**src/rtl/can_mode_pkg.sv**
```systemverilog
package can_mode_pkg;
   typedef enum logic [1:0] {
      MODE_CFG   = 2'd0,
      MODE_INTEG = 2'd1,
      MODE_RUN   = 2'd2
   } mode_e;

   localparam int unsigned REG_CTRL = 0;
   localparam int unsigned REG_STAT = 1;
   localparam int unsigned REG_IRQ  = 2;

   localparam int unsigned CTRL_REQ_BIT = 0;
   localparam int unsigned CTRL_IEN_BIT = 1;
endpackage

```
**src/rtl/can_mode_regs.sv**
```systemverilog
module can_mode_regs #(
   parameter int unsigned ADDR_W = 2,
   parameter int unsigned DATA_W = 8
) (
   input  logic              clk,
   input  logic              rst_n,
   input  logic              wr,
   input  logic [ADDR_W-1:0] addr,
   input  logic [DATA_W-1:0] wdata,
   input  logic              stat_cfg,
   input  logic              stat_run,
   input  logic              flag_in,
   output logic              req_q,
   output logic              req_nxt,
   output logic              ien_q,
   output logic              flag_clr,
   output logic [DATA_W-1:0] rdata
);
   import can_mode_pkg::*;

   logic ctrl_wr;
   logic ien_nxt;

   assign ctrl_wr  = wr && (addr == ADDR_W'(REG_CTRL));
   assign flag_clr = wr && (addr == ADDR_W'(REG_IRQ)) && wdata[0];
   assign req_nxt  = ctrl_wr ? wdata[CTRL_REQ_BIT] : req_q;
   assign ien_nxt  = ctrl_wr ? wdata[CTRL_IEN_BIT] : ien_q;

   always_ff @(posedge clk or negedge rst_n) begin
      if (!rst_n) begin
         req_q <= 1'b1;
         ien_q <= 1'b0;
      end else begin
         req_q <= req_nxt;
         ien_q <= ien_nxt;
      end
   end

   always_comb begin
      rdata = '0;
      if (addr == ADDR_W'(REG_CTRL)) begin
         rdata[CTRL_REQ_BIT] = req_q;
         rdata[CTRL_IEN_BIT] = ien_q;
      end else if (addr == ADDR_W'(REG_STAT)) begin
         rdata[0] = stat_cfg;
         rdata[1] = stat_run;
      end else if (addr == ADDR_W'(REG_IRQ)) begin
         rdata[0] = flag_in;
      end
   end

   AST_CTRL_WRITE_TAKES: assert property (@(posedge clk) disable iff (!rst_n)
      ctrl_wr |=> (req_q == $past(wdata[CTRL_REQ_BIT])));
endmodule

```
**src/rtl/can_integ_cnt.sv**
```systemverilog
module can_integ_cnt #(
   parameter int unsigned THRESH = 11
) (
   input  logic clk,
   input  logic rst_n,
   input  logic run,
   input  logic abort,
   input  logic stb,
   input  logic rx,
   output logic done
);
   localparam int unsigned CW = $clog2(THRESH + 1);

   logic [CW-1:0] cnt;

   generate
      if (THRESH < 2) begin : g_bad_thresh
         $error("can_integ_cnt: THRESH must be at least 2");
      end
   endgenerate

   assign done = run && !abort && stb && rx && (cnt == CW'(THRESH - 1));

   always_ff @(posedge clk or negedge rst_n) begin
      if (!rst_n)               cnt <= '0;
      else if (!run || abort)   cnt <= '0;
      else if (stb) begin
         if (!rx || done)       cnt <= '0;
         else                   cnt <= cnt + CW'(1);
      end
   end

   AST_DOMINANT_ZEROES: assert property (@(posedge clk) disable iff (!rst_n)
      (run && stb && !rx) |=> (cnt == '0));
   AST_NO_STROBE_HOLDS: assert property (@(posedge clk) disable iff (!rst_n)
      (run && !abort && !stb) |=> $stable(cnt));
   AST_CNT_BOUNDED: assert property (@(posedge clk) disable iff (!rst_n)
      cnt < CW'(THRESH));
endmodule

```
**src/rtl/can_mode_fsm.sv**
```systemverilog
module can_mode_fsm (
   input  logic clk,
   input  logic rst_n,
   input  logic req_nxt,
   input  logic done,
   output logic integ,
   output logic cfg,
   output logic run
);
   import can_mode_pkg::*;

   mode_e mode_q, mode_d;

   always_comb begin
      mode_d = mode_q;
      if (req_nxt) mode_d = MODE_CFG;
      else begin
         unique case (mode_q)
            MODE_CFG:   mode_d = MODE_INTEG;
            MODE_INTEG: if (done) mode_d = MODE_RUN;
            MODE_RUN:   mode_d = MODE_RUN;
            default:    mode_d = MODE_CFG;
         endcase
      end
   end

   always_ff @(posedge clk or negedge rst_n) begin
      if (!rst_n) mode_q <= MODE_CFG;
      else        mode_q <= mode_d;
   end

   assign cfg   = (mode_q == MODE_CFG);
   assign integ = (mode_q == MODE_INTEG);
   assign run   = (mode_q == MODE_RUN);

   AST_RUN_NEEDS_DONE: assert property (@(posedge clk) disable iff (!rst_n)
      $rose(run) |-> $past(done));
   AST_REQ_FORCES_CFG: assert property (@(posedge clk) disable iff (!rst_n)
      req_nxt |=> (cfg && !run));
   AST_CFG_EXCLUSIVE: assert property (@(posedge clk) disable iff (!rst_n)
      $onehot0({cfg, integ, run}));
endmodule

```
**src/rtl/can_reset_flag.sv**
```systemverilog
module can_reset_flag (
   input  logic clk,
   input  logic rst_n,
   input  logic wake,
   input  logic clr,
   input  logic ien,
   output logic flag,
   output logic irq
);
   always_ff @(posedge clk or negedge rst_n) begin
      if (!rst_n)     flag <= 1'b1;
      else if (wake)  flag <= 1'b1;
      else if (clr)   flag <= 1'b0;
   end

   assign irq = flag && ien;

   AST_WAKE_SETS: assert property (@(posedge clk) disable iff (!rst_n)
      wake |=> flag);
   AST_CLEAR_WORKS: assert property (@(posedge clk) disable iff (!rst_n)
      (clr && !wake) |=> !flag);
   AST_IRQ_GATED: assert property (@(posedge clk) disable iff (!rst_n)
      irq |-> (flag && ien));
endmodule

```
**src/rtl/can_mode_seq.sv**
```systemverilog
module can_mode_seq #(
   parameter int unsigned ADDR_W = 2,
   parameter int unsigned DATA_W = 8,
   parameter int unsigned THRESH = 11
) (
   input  logic              clk,
   input  logic              rst_n,
   input  logic              reg_wr,
   input  logic [ADDR_W-1:0] reg_addr,
   input  logic [DATA_W-1:0] reg_wdata,
   output logic [DATA_W-1:0] reg_rdata,
   input  logic              rx_bit,
   input  logic              sample_stb,
   input  logic              wake_pulse,
   output logic              rst_stat,
   output logic              rst_flag,
   output logic              irq,
   output logic              bus_active,
   output logic              timing_wr_ok
);
   generate
      if (DATA_W < 2) begin : g_bad_data
         $error("can_mode_seq: DATA_W must be at least 2");
      end
      if (ADDR_W < 2) begin : g_bad_addr
         $error("can_mode_seq: ADDR_W must be at least 2");
      end
   endgenerate

   logic req_q, req_nxt, ien_q, flag_clr;
   logic integ, cfg, run, done;

   can_mode_regs #(.ADDR_W(ADDR_W), .DATA_W(DATA_W)) u_regs (
      .clk(clk), .rst_n(rst_n), .wr(reg_wr), .addr(reg_addr), .wdata(reg_wdata),
      .stat_cfg(cfg), .stat_run(run), .flag_in(rst_flag),
      .req_q(req_q), .req_nxt(req_nxt), .ien_q(ien_q), .flag_clr(flag_clr),
      .rdata(reg_rdata)
   );

   can_integ_cnt #(.THRESH(THRESH)) u_cnt (
      .clk(clk), .rst_n(rst_n), .run(integ), .abort(req_nxt),
      .stb(sample_stb), .rx(rx_bit), .done(done)
   );

   can_mode_fsm u_fsm (
      .clk(clk), .rst_n(rst_n), .req_nxt(req_nxt), .done(done),
      .integ(integ), .cfg(cfg), .run(run)
   );

   can_reset_flag u_flag (
      .clk(clk), .rst_n(rst_n), .wake(wake_pulse), .clr(flag_clr),
      .ien(ien_q), .flag(rst_flag), .irq(irq)
   );

   assign rst_stat     = cfg;
   assign bus_active   = run;
   assign timing_wr_ok = cfg;

   AST_HANDSHAKE_PAIR: assert property (@(posedge clk) disable iff (!rst_n)
      rst_stat == req_q);
   AST_NO_BUS_IN_CFG: assert property (@(posedge clk) disable iff (!rst_n)
      !(rst_stat && bus_active));
   AST_WAKE_KEEPS_MODE: assert property (@(posedge clk) disable iff (!rst_n)
      (wake_pulse && !reg_wr && !sample_stb) |=> $stable(rst_stat) && $stable(bus_active));
endmodule

```
**config.mk**
```make
export PLATFORM = sky130hd
export DESIGN_NAME = can_mode_seq
export DESIGN_NICKNAME = d
export VERILOG_FILES = /design/src/rtl/can_mode_pkg.sv /design/src/rtl/can_mode_regs.sv /design/src/rtl/can_integ_cnt.sv /design/src/rtl/can_mode_fsm.sv /design/src/rtl/can_reset_flag.sv /design/src/rtl/can_mode_seq.sv
export SDC_FILE = /design/constraint.sdc
export NUM_CORES = 1
export LEC_CHECK = 0
export BUFFER_PORTS_ARGS = -buffer_cell sky130_fd_sc_hd__buf_2
export CAP_MARGIN = 20
export CORE_MARGIN = 8
export CORE_UTILIZATION = 45
export CTS_CLUSTER_DIAMETER = 80
export DETAILED_ROUTE_END_ITERATION = 10
export PLACE_DENSITY = 0.76
export SYNTH_ARGS = -nofsm -noshare
export SYNTH_HDL_FRONTEND = slang
export SYNTH_SLANG_ARGS = --single-unit
```
**constraint.sdc**
```tcl
create_clock -name clk -period 1.7 [get_ports clk]
set_input_delay 0.085 -clock clk [delete_from_list [all_inputs] [get_ports clk]]
set_output_delay 0.085 -clock clk [all_outputs]
set_load 0.03 [all_outputs]
```
==> results of run 1 <==
[layout make-up]
class | instances | share of cell area, %
clock buffer | 4 | 3.44
inverter | 7 | 3.44
multi-input combinational | 48 | 48.9
sequential | 9 | 29.8
tap | 16 | 2.62
timing repair buffer | 17 | 11.8
[registers in the layout (all words and copies together) (netlist names)]
signal	cells
u_fsm.mode_q	2
u_regs.req_q	1
u_regs.ien_q	1
u_flag.flag	1
u_cnt.cnt	4
[path summary, 6_finish.rpt]
path,cells past startpoint,from,slack [ns],end
setup / recovery,5,u_cnt.cnt[0]$_DFFE_PN0P_,0.19,u_cnt.cnt[2]$_DFFE_PN0P_
hold / removal,2,wake_pulse,0.008,u_flag.flag$_DFFE_PN1P_
setup reg to reg,5,u_cnt.cnt[0]$_DFFE_PN0P_,0.19,u_cnt.cnt[2]$_DFFE_PN0P_
hold reg to reg,1,u_regs.ien_q$_DFFE_PN0N_,0.53,u_regs.ien_q$_DFFE_PN0N_
max in group asynchronous,2,rst_n,1.22,u_regs.req_q$_DFF_PN1_
min in group asynchronous,2,rst_n,0.24,u_cnt.cnt[2]$_DFFE_PN0P_
[layer usage]
metal / global-route usage, % / up-vias
li1: - / 265
met1: 10.4 / 247
met2: 17.9 / 21
met3: 4.35 / 2
met4: 4.10 / 0
met5: 0 / -
[stage by stage]
step / cell area, um^2 / utilization [%] / total power [mW] / setup slack [ns]
floorplan: 681 / - / 0.668 / 0.178
global placement: 728 / 50.7 / 0.746 / 0.264
detailed placement: 728 / 50.7 / 0.752 / 0.237
CTS: 764 / 53.2 / 0.927 / 0.190
global route: 764 / 53.2 / 0.986 / 0.0974
finish: 764 / 53.2 / 0.916 / 0.188
[repair_timing]
item | in CTS | in global routing
hold buffers | 1 | 0
hold endpoints to repair | 9 | 0
setup buffers | 0 | 0
[placed cells by master, fill, tap and decap left out, types with 2 or more instances in the layout]
master and n:
a21boi_0 2, a21oi_1 2, a2bb2oi_1 2, buf_2 16, clkbuf_4 3, conb_1 6, dfrtp_1 7, dfstp_2 2
ha_1 5, inv_1 6, mux2i_1 3, nand2b_1 2, nand3_1 2, nand3b_1 2, o211ai_1 3
[report_power, final]
group          switching, mW  internal (mW)
Clock                 0.0786         0.0907
Sequential            0.0271          0.253
Combinational          0.316          0.150
Total                  0.421          0.494
[cell families after synthesis]
logic type	after synthesis
flip-flops	9
multiplexers	4
adder cells (fa/ha/maj)	5
other	1
AO/OA/AOI/OAI	16
buffers and inverters	14
AND/OR/NAND/NOR	17
==> results.md, run 1 <==
- Global Route Usage Sum: ~10%
- Port bufs: 16
- RSZ-0062 raised after global routing: false
- Clock Latency Late Sink: 0.26 ns
- EDFF count, synth: 0
- DR pass1 iterations: 4
- Top post-synthesis cells by area: dfrtp_1 (26%), ha_1 (9.5%), buf_4 (7.9%)
- Sequential cell area: 228 um^2
- Area leader, netlist: dfrtp_1
- Routed Antenna Nets: 0
- CP Class: reg -> reg
- Worst Skew: ~0.0023 ns
- Mapped Area: 662 um^2
- Prevailing post-synth register cell: dfrtp_1
- Multiplexer share of the synthesized area: 6.24%
- Met1 wire length: approximately 540 um
- Startpoint types: register
- Die Ht: 54.4 um
- Fill count: 145
- TritonCTS clock tree: built
- DIE AREA: 2950 um^2
- Vias per std cell: 5.30
- Antenna Cells: 0
- Detailed Route WL: between 1 and 1.5 mm
- Setup TNS: 0 ns
- Critical Path Max Stage Delay: 0.43 ns
- Global-route wire length before repair: 2.24 mm
- Synth Register Bits: 9
- Setup violators final: 0
- DR vias: ~540
- Met3 wire len: between 100 and 150 um
- Post-CTS sizing: 0
- GPL Wtd Cong: 0.761
- Layout area overhead: 15.5%
- Tcrit/Tclk final: 88.9%
- Clock transition at path regs: 0.06 ns
- Combinational family with the most area after synthesis: simple AND/OR/NAND/NOR gates
- Layout cells sized above 1: a little under a third
- Post-synth top area share: 26.5%
- Routed wire per std cell: 13.8 um
- Synth cell count leaders: buf_4 (7), dfrtp_1 (7), inv_1 (6), ha_1 (5)
- Root Driver: clkbuf_4
- CP cell instances: inv_1, ha_1, and3b_1, nor4b_1, o211a_1
- Met2 WL post-DR: about 680 um
- Starting density of the core: 46.1%
- Final cell count without fillers: 101
- Hpwl dp: 1.10 mm
- XOR/XNOR Fraction of Synth Area: 0%
- Clock sink count: 9
- Compound-Gate Fraction of Synth Area: 18.5%
- Critical Path RT: 1.90 ns
- Iter 0 DRT Violations: 13
- Worst hold-check path type: in -> reg
- Yosys warning count: 0
- CTS H-tree depth: 1
- Fmax: 0.661 GHz
- Static leakage: approximately 0.37 nW
- Crit end category: register
- PwrDens: between 1000 and 1500 nW/um^2
- Die W: 54.4 um
- Avg Cell Area, Syn: ~10 um^2
- Worst-path fanout max: 6
- Clk buf depth: 2
- Adder-cell share of the synthesized area: under 10%
- Sequential area share after synthesis: 34.4%
- Tmin final: 1.51 ns
- Worst path slowest cell: dfrtp_1
- CP top delay family: simple AND/OR/NAND/NOR gates
- Area of the multi-input gates: around 370 um^2
- I/O pin count: 29
- Final Max Slew Viols: 0
- Max cap viols: 0
- Syn Inst Count: 66
- Simple-gate share of the synthesized area: 18.9%
- Min Hold Slack: approximately 0.0084 ns
- Count of different cell masters after synthesis: 33
- GR Overflow Total: 0
- Crit path buffers/inverters: 1
- Vias in the first global route: 519
- Maximum vdd drop: 626 uV
- Largest net degree at the start of global routing: 10
- Initial antenna violation count: 0
- Arr. time, crit path: 1.72 ns
- DRC: 0
- Fin nets: 107
- Ys async rst share: 100%
- Status: finished clean
- Num CTS Buffers: 3
- Row cnt: 14
- DP Cell Count: 96
- Final hold violation count: 0
- Core box area: 1440 um^2
- Max layer used: met4
No activity file was read; power rests on OpenSTA's default activity.
==> run 2, diff against run 1 <==
clock period = 1.4 ns   (was 1.7 ns; I/O delays follow)
==> results.md, run 2 (same netlist as run 1, synthesis figures left out) <==
- GR Overflow Total: 0 (unchanged)
- GPL Wtd Cong: 0.822 (was 0.761)
- Detailed Route WL: 1.49 mm (was 1.40 mm)
- Design Area, Final: 860 um^2 (was 764 um^2)
- Met3 global-route usage: 2.72% (was 4.35%)
- Clock sink count: 9 (unchanged)
- DR vias: 553 (was 535)
- Crit end category: register (unchanged)
- Net Sw Frac: 44.8% (was 46.0%)
- Combinational share of power: 55.9% (was 50.9%)
- Setup violators final: 0 (unchanged)
- Fin nets: 112 (was 107)
- Met2 Usage GRT: 17.2% (was 17.9%)
- Vias per std cell: 5.22 (was 5.30)
- Startpoint types: register (unchanged)
- Clock power frac: 16.4% (was 18.5%)
- Biggest regs: u_cnt.cnt: 4 flops, u_fsm.mode_q: 2 flops (unchanged)
- DIE AREA: 2950 um^2 (unchanged)
- Iter 0 DRT Violations: 5 (was 13)
- Int Pwr: 0.685 mW (was 0.494 mW)
- Core box area: 1440 um^2 (unchanged)
- Vias in the first global route: 557 (was 519)
- TritonCTS clock tree: built (unchanged)
- Critical Path RT: 1.59 ns (was 1.90 ns)
- Fmax: 0.740 GHz (was 0.661 GHz)
- Net Sw Power: 0.556 mW (was 0.421 mW)
- Most Crowded Layer GR: met2 (unchanged)
- DR pass1 iterations: 2 (was 4)
- Clock Latency Late Sink: 0.26 ns (about the same)
- CP top delay family: flip-flops (was simple AND/OR/NAND/NOR gates)
- Starting density of the core: 46.1% (unchanged)
- Worst hold-check path type: in -> reg (unchanged)
- CTS H-tree depth: 1 (unchanged)
- Layout cells sized above 1: 44.4% (was 31.8%)
- Tmin final: 1.35 ns (was 1.51 ns)
- Root Driver: clkbuf_4 (unchanged)
- Most flops, register: u_cnt.cnt (unchanged)
- Worst Skew: 0.000917 ns (was 0.00235 ns)
- Hpwl dp: 1.16 mm (was 1.10 mm)
- Worst path slowest cell: dfrtp_1 (unchanged)
- Final Max Slew Viols: 0 (unchanged)
- Worst-path fanout max: 3 (was 6)
- Clk buf depth: 2 (unchanged)
- Routed wire per std cell: 14.0 um (was 13.8 um)
- Global Route Usage Sum: 10.8% (was 10.2%)
- Crit path buffers/inverters: 1 (unchanged)
- Clock transition at path regs: 0.06 ns (about the same)
- CP cell instances: inv_1, ha_2, and3b_2, o32a_1, nor3_2 (was inv_1, ha_1, and3b_1, nor4b_1, o211a_1)
- Num CTS Buffers: 3 (unchanged)
- Critical Path Max Stage Delay: 0.36 ns (was 0.43 ns)
- Global-route wire length before repair: 2.37 mm (was 2.24 mm)
- Initial antenna violation count: 0 (unchanged)
- Tcrit/Tclk final: 96.6% (was 88.9%)
- PwrDens: 1440 nW/um^2 (was 1200 nW/um^2)
- Maximum vdd drop: 851 uV (was 626 uV)
- Number of flip-flops in the largest register: 4 (unchanged)
- Fill count: 134 (was 145)
- Arr. time, crit path: 1.54 ns (was 1.72 ns)
- Total power: 1.24 mW (was 0.916 mW)
- Most common cell after layout, fill and taps aside: buf_2 (unchanged)
- Layout area overhead: 29.9% (was 15.5%)
- Routed Antenna Nets: 0 (unchanged)
- Max cap viols: 0 (unchanged)
- RSZ-0062 raised after global routing: true (was false)
- M1 GR Usage: 12.4% (was 10.4%)
- CP Class: reg -> reg (unchanged)
- Area of the multi-input gates: 420 um^2 (was 374 um^2)
- DRC: 0 (unchanged)
- Status: finished clean (unchanged)
- Static leakage: 0.400 nW (was 0.369 nW)
- I/O pin count: 29 (unchanged)
- Sequential cell area: 228 um^2 (unchanged)
- Antenna Cells: 0 (unchanged)
- Row cnt: 14 (unchanged)
- Die Ht: 54.4 um (unchanged)
- Final hold violation count: 0 (unchanged)
- Port bufs: 16 (unchanged)
- Die W: 54.4 um (unchanged)
- Placed inst area: 754 um^2 (was 728 um^2)
- Most frequent cells in the layout: buf_2 (14), dfrtp_1 (7), conb_1 (6), buf_4 (5), inv_1 (4) (was buf_2 (16), dfrtp_1 (7), inv_1 (6), conb_1 (6), ha_1 (5))
- Sequential share of power: 27.7% (was 30.6%)
- Largest net degree at the start of global routing: 10 (unchanged)
run 2: cell types whose count changed in the layout (fill, tap and decap cells not counted), moves of 2 or more:
cell   before  now
buf_2      16   14
buf_4       0    5
ha_1        5    2
ha_2        0    2
inv_1       6    4
inv_2       1    3
run 2: area by class of cell:
type | count | area share (%)
tap | 16 | 2.33
sequential | 9 | 26.5
clock buffer | 4 | 3.06
inverter | 7 | 3.06
timing repair buffer | 22 | 16.2
multi-input combinational | 48 | 48.9
run 2: worst paths after layout:
check / startpoint / end / slack (ns) / depth (start not counted)
max: u_cnt.cnt[0]$_DFFE_PN0P_ / u_cnt.cnt[1]$_DFFE_PN0P_ / 0.05 / 5
min: reg_wdata[1] / u_regs.ien_q$_DFFE_PN0N_ / 0.05 / 2
max reg2reg: u_cnt.cnt[0]$_DFFE_PN0P_ / u_cnt.cnt[1]$_DFFE_PN0P_ / 0.05 / 5
min reg2reg: u_flag.flag$_DFFE_PN1P_ / u_flag.flag$_DFFE_PN1P_ / 0.54 / 1
max in group asynchronous: rst_n / u_flag.flag$_DFFE_PN1P_ / 0.96 / 2
min in group asynchronous: rst_n / u_cnt.cnt[0]$_DFFE_PN0P_ / 0.20 / 2
run 2: through the flow:
| stage | setup TNS, ns | util [%] | worst slack [ns] | std cells | hold WS, ns |
|---|---|---|---|---|---|
| 3_5_place_dp | 0 | 52.5 | 0.0435 | 99 | -0.0698 |
| 5_1_grt | -0.0440 | 59.8 | -0.0196 | 106 | 0.0442 |
| 3_3_place_gp | 0 | 52.5 | 0.0562 | 99 | -0.0712 |
| 4_1_cts | 0 | 57.0 | 0.0202 | 105 | 0.0496 |
| 6_report | 0 | 59.8 | 0.0482 | 106 | 0.0525 |
| 2_1_floorplan | 0 | - | 0.00373 | 71 | -0.226 |
run 2: routing by layer:
layer  part of all wire, %  wire length (um)
met1                    41               608
met2                    51               755
met3                   6.2                93
met4                   2.1                31
met5                     0                 0
run 2: power groups by stage:
stage | combinational [mW] | clock [mW] | sequential [mW]
after floorplan | 0.477 | 0 | 0.339
after CTS | 0.655 | 0.213 | 0.341
final | 0.694 | 0.203 | 0.344
after global routing | 0.776 | 0.225 | 0.348
after detailed placement | 0.589 | 0 | 0.343
after global placement | 0.576 | 0 | 0.340
run 2: timing repair:
action,CTS,global route
hold buffers,2,0
buffers inserted,0,1
resized for setup,5,9
hold endpoints to repair,10,0
pin swaps,0,2
endpoints found under the setup margin,1,6
gates cloned,0,0
==> run 3, diff against run 2 <==
PLACE_DENSITY = not set   (was 0.76)
PLACE_DENSITY_LB_ADDON = 0.08   (was not set)
==> results.md, run 3 (same netlist as run 1, synthesis figures left out) <==
- Setup violators final: 0 (unchanged)
- Min Hold Slack: 0.0434 ns (was 0.0525 ns)
- Hold depth: 2 (unchanged)
- Status: finished clean (unchanged)
- CP top delay family: flip-flops (unchanged)
- Detailed Route WL: 1.49 mm (about the same)
- GR Overflow Total: 0 (unchanged)
- Row cnt: 14 (unchanged)
- Max cap viols: 0 (unchanged)
- Clk buf depth: 2 (unchanged)
- Final Max Slew Viols: 0 (unchanged)
- GPL Wtd Cong: 0.790 (was 0.822)
- I/O pin count: 29 (unchanged)
- Iter 0 DRT Violations: 4 (was 5)
- Clock power frac: 15.9% (was 16.4%)
- Layout cells sized above 1: 46.2% (was 44.4%)
- Most flops, register: u_cnt.cnt (unchanged)
- Net Sw Power: 0.556 mW (about the same)
- Crit path buffers/inverters: 1 (unchanged)
- Int Pwr: 0.729 mW (was 0.685 mW)
- Initial antenna violation count: 0 (unchanged)
- Net Sw Frac: 43.3% (was 44.8%)
- DIE AREA: 2950 um^2 (unchanged)
- Worst-path fanout max: 3 (unchanged)
- Worst slack, placed: 0.0575 ns (was 0.0435 ns)
- Root Driver: clkbuf_4 (unchanged)
- Most frequent cells in the layout: buf_2 (14), buf_4 (8), dfrtp_1 (7), conb_1 (6), inv_1 (4) (was buf_2 (14), dfrtp_1 (7), conb_1 (6), buf_4 (5), inv_1 (4))
- Worst r2r src: u_cnt.cnt[0]$_DFFE_PN0P_ (unchanged)
- Most common cell after layout, fill and taps aside: buf_2 (unchanged)
- Fmax: 0.747 GHz (was 0.740 GHz)
- Startpoint types: register (unchanged)
- Worst reg-to-reg setup slack: 0.06 ns (was 0.05 ns)
- Final Worst Setup Slack: 0.0621 ns (was 0.0482 ns)
- Clock Latency Late Sink: 0.26 ns (about the same)
- Routed Antenna Nets: 0 (unchanged)
- Largest net degree at the start of global routing: 10 (unchanged)
- Global-route wire length before repair: 2.39 mm (was 2.37 mm)
- Clock transition at path regs: 0.06 ns (about the same)
- Combinational share of power: 57.4% (was 55.9%)
- Number of flip-flops in the largest register: 4 (unchanged)
- Stages on worst setup path: 5 (unchanged)
- Worst r2r dst: u_cnt.cnt[1]$_DFFE_PN0P_ (unchanged)
- DRC: 0 (unchanged)
- Die W: 54.4 um (unchanged)
- Static leakage: 0.413 nW (was 0.400 nW)
- CP Class: reg -> reg (unchanged)
- Starting density of the core: 46.1% (unchanged)
- Port bufs: 16 (unchanged)
- RSZ-0062 raised after global routing: true (unchanged)
- Vias in the first global route: 564 (was 557)
- Die Ht: 54.4 um (unchanged)
- Critical Path RT: 1.59 ns (about the same)
- Maximum vdd drop: 955 uV (was 851 uV)
- Arr. time, crit path: 1.52 ns (was 1.54 ns)
- Biggest regs: u_cnt.cnt: 4 flops, u_fsm.mode_q: 2 flops (unchanged)
- CTS H-tree depth: 1 (unchanged)
- Vias per std cell: 5.06 (was 5.22)
- Tmin final: 1.34 ns (was 1.35 ns)
- CP cell instances: inv_1, ha_2, and3b_2, o32a_1, nor3_2 (unchanged)
- Sequential share of power: 26.6% (was 27.7%)
- CP startpoint: u_cnt.cnt[0]$_DFFE_PN0P_ (unchanged)
- DR pass1 iterations: 4 (was 2)
- PwrDens: 1480 nW/um^2 (was 1440 nW/um^2)
- Critical Path Max Stage Delay: 0.36 ns (about the same)
- TritonCTS clock tree: built (unchanged)
- Routed wire per std cell: 13.7 um (was 14.0 um)
- Core box area: 1440 um^2 (unchanged)
- Clock sink count: 9 (unchanged)
- Hpwl dp: 1.13 mm (was 1.16 mm)
- Antenna Cells: 0 (unchanged)
- Worst path slowest cell: dfrtp_1 (unchanged)
- Layout area overhead: 31.4% (was 29.9%)
- Crit end category: register (unchanged)
- DR vias: 552 (was 553)
- Worst Skew: 0.00325 ns (was 0.000917 ns)
- Tcrit/Tclk final: 95.6% (was 96.6%)
- Critical Path End: u_cnt.cnt[1]$_DFFE_PN0P_ (unchanged)
- Worst hold-check path type: in -> reg (unchanged)
- Global Route Usage Sum: 11.0% (was 10.8%)
- Fin nets: 115 (was 112)
- Final hold violation count: 0 (unchanged)
- Worst R2R Path Depth: 5 (unchanged)
- Num CTS Buffers: 3 (unchanged)
[run 3: worst min-delay path by stage]
stage	end	from	slack, ns
after floorplan	u_cnt.cnt[0]$_DFFE_PN0P_	rst_n	-0.23
after global placement	u_regs.ien_q$_DFFE_PN0N_	rst_n	-0.06
after detailed placement	u_regs.ien_q$_DFFE_PN0N_	rst_n	-0.06
after CTS	u_regs.ien_q$_DFFE_PN0N_	reg_wdata[1]	0.04
after global routing	u_regs.ien_q$_DFFE_PN0N_	reg_wdata[1]	0.04
final	u_regs.ien_q$_DFFE_PN0N_	reg_wdata[1]	0.04
[run 3: layout make-up]
type | instances | area, um^2
Fill cell | 133 | 567
Multi-Input combinational cell | 48 | 408
Sequential cell | 9 | 228
Timing Repair Buffer | 25 | 161
Clock buffer | 4 | 26.3
Inverter | 7 | 26.3
Tap cell | 16 | 20.0
[run 3: timing repair]
item                                   4_1_cts  5_1_grt
hold buffers                                 2        0
setup buffers                                0        3
setup endpoints to repair                    1        5
endpoints found under the hold margin       10        0
pin swaps                                    0        2
resized for setup                            3       10
[run 3: power groups by stage]
stage | combinational [mW] | sequential [mW] | clock (mW)
6_report | 0.737 | 0.342 | 0.205
5_1_grt | 0.817 | 0.350 | 0.230
4_1_cts | 0.659 | 0.338 | 0.209
3_5_place_dp | 0.603 | 0.343 | 0
3_3_place_gp | 0.603 | 0.342 | 0
2_1_floorplan | 0.477 | 0.339 | 0
[run 3: metal layers]
metal | part of all wire, % | wire length [um] | track usage, %
met5 | 0 | 0 | 0
met4 | 0.87 | 13 | 3.69
met3 | 10 | 152 | 4.89
met2 | 49 | 732 | 18.1
met1 | 40 | 590 | 12.3
[run 3: worst reg2reg max path: stages, from the launching register on]
cell and delay (ns):
dfrtp_1 0.36, inv_1 0.05, ha_2 0.18, and3b_2 0.23, o32a_1 0.34, nor3_2 0.10
[run 3: metrics by stage]
step	std cells	utilization (%)	cell area (um^2)	total power, mW	setup TNS, ns
floorplan	71	-	684	0.816	0
global placement	100	53.0	762	0.945	0
detailed placement	100	53.0	762	0.946	0
CTS	106	57.3	823	1.21	0
global route	109	60.5	870	1.40	-0.0387
finish	109	60.5	870	1.28	0
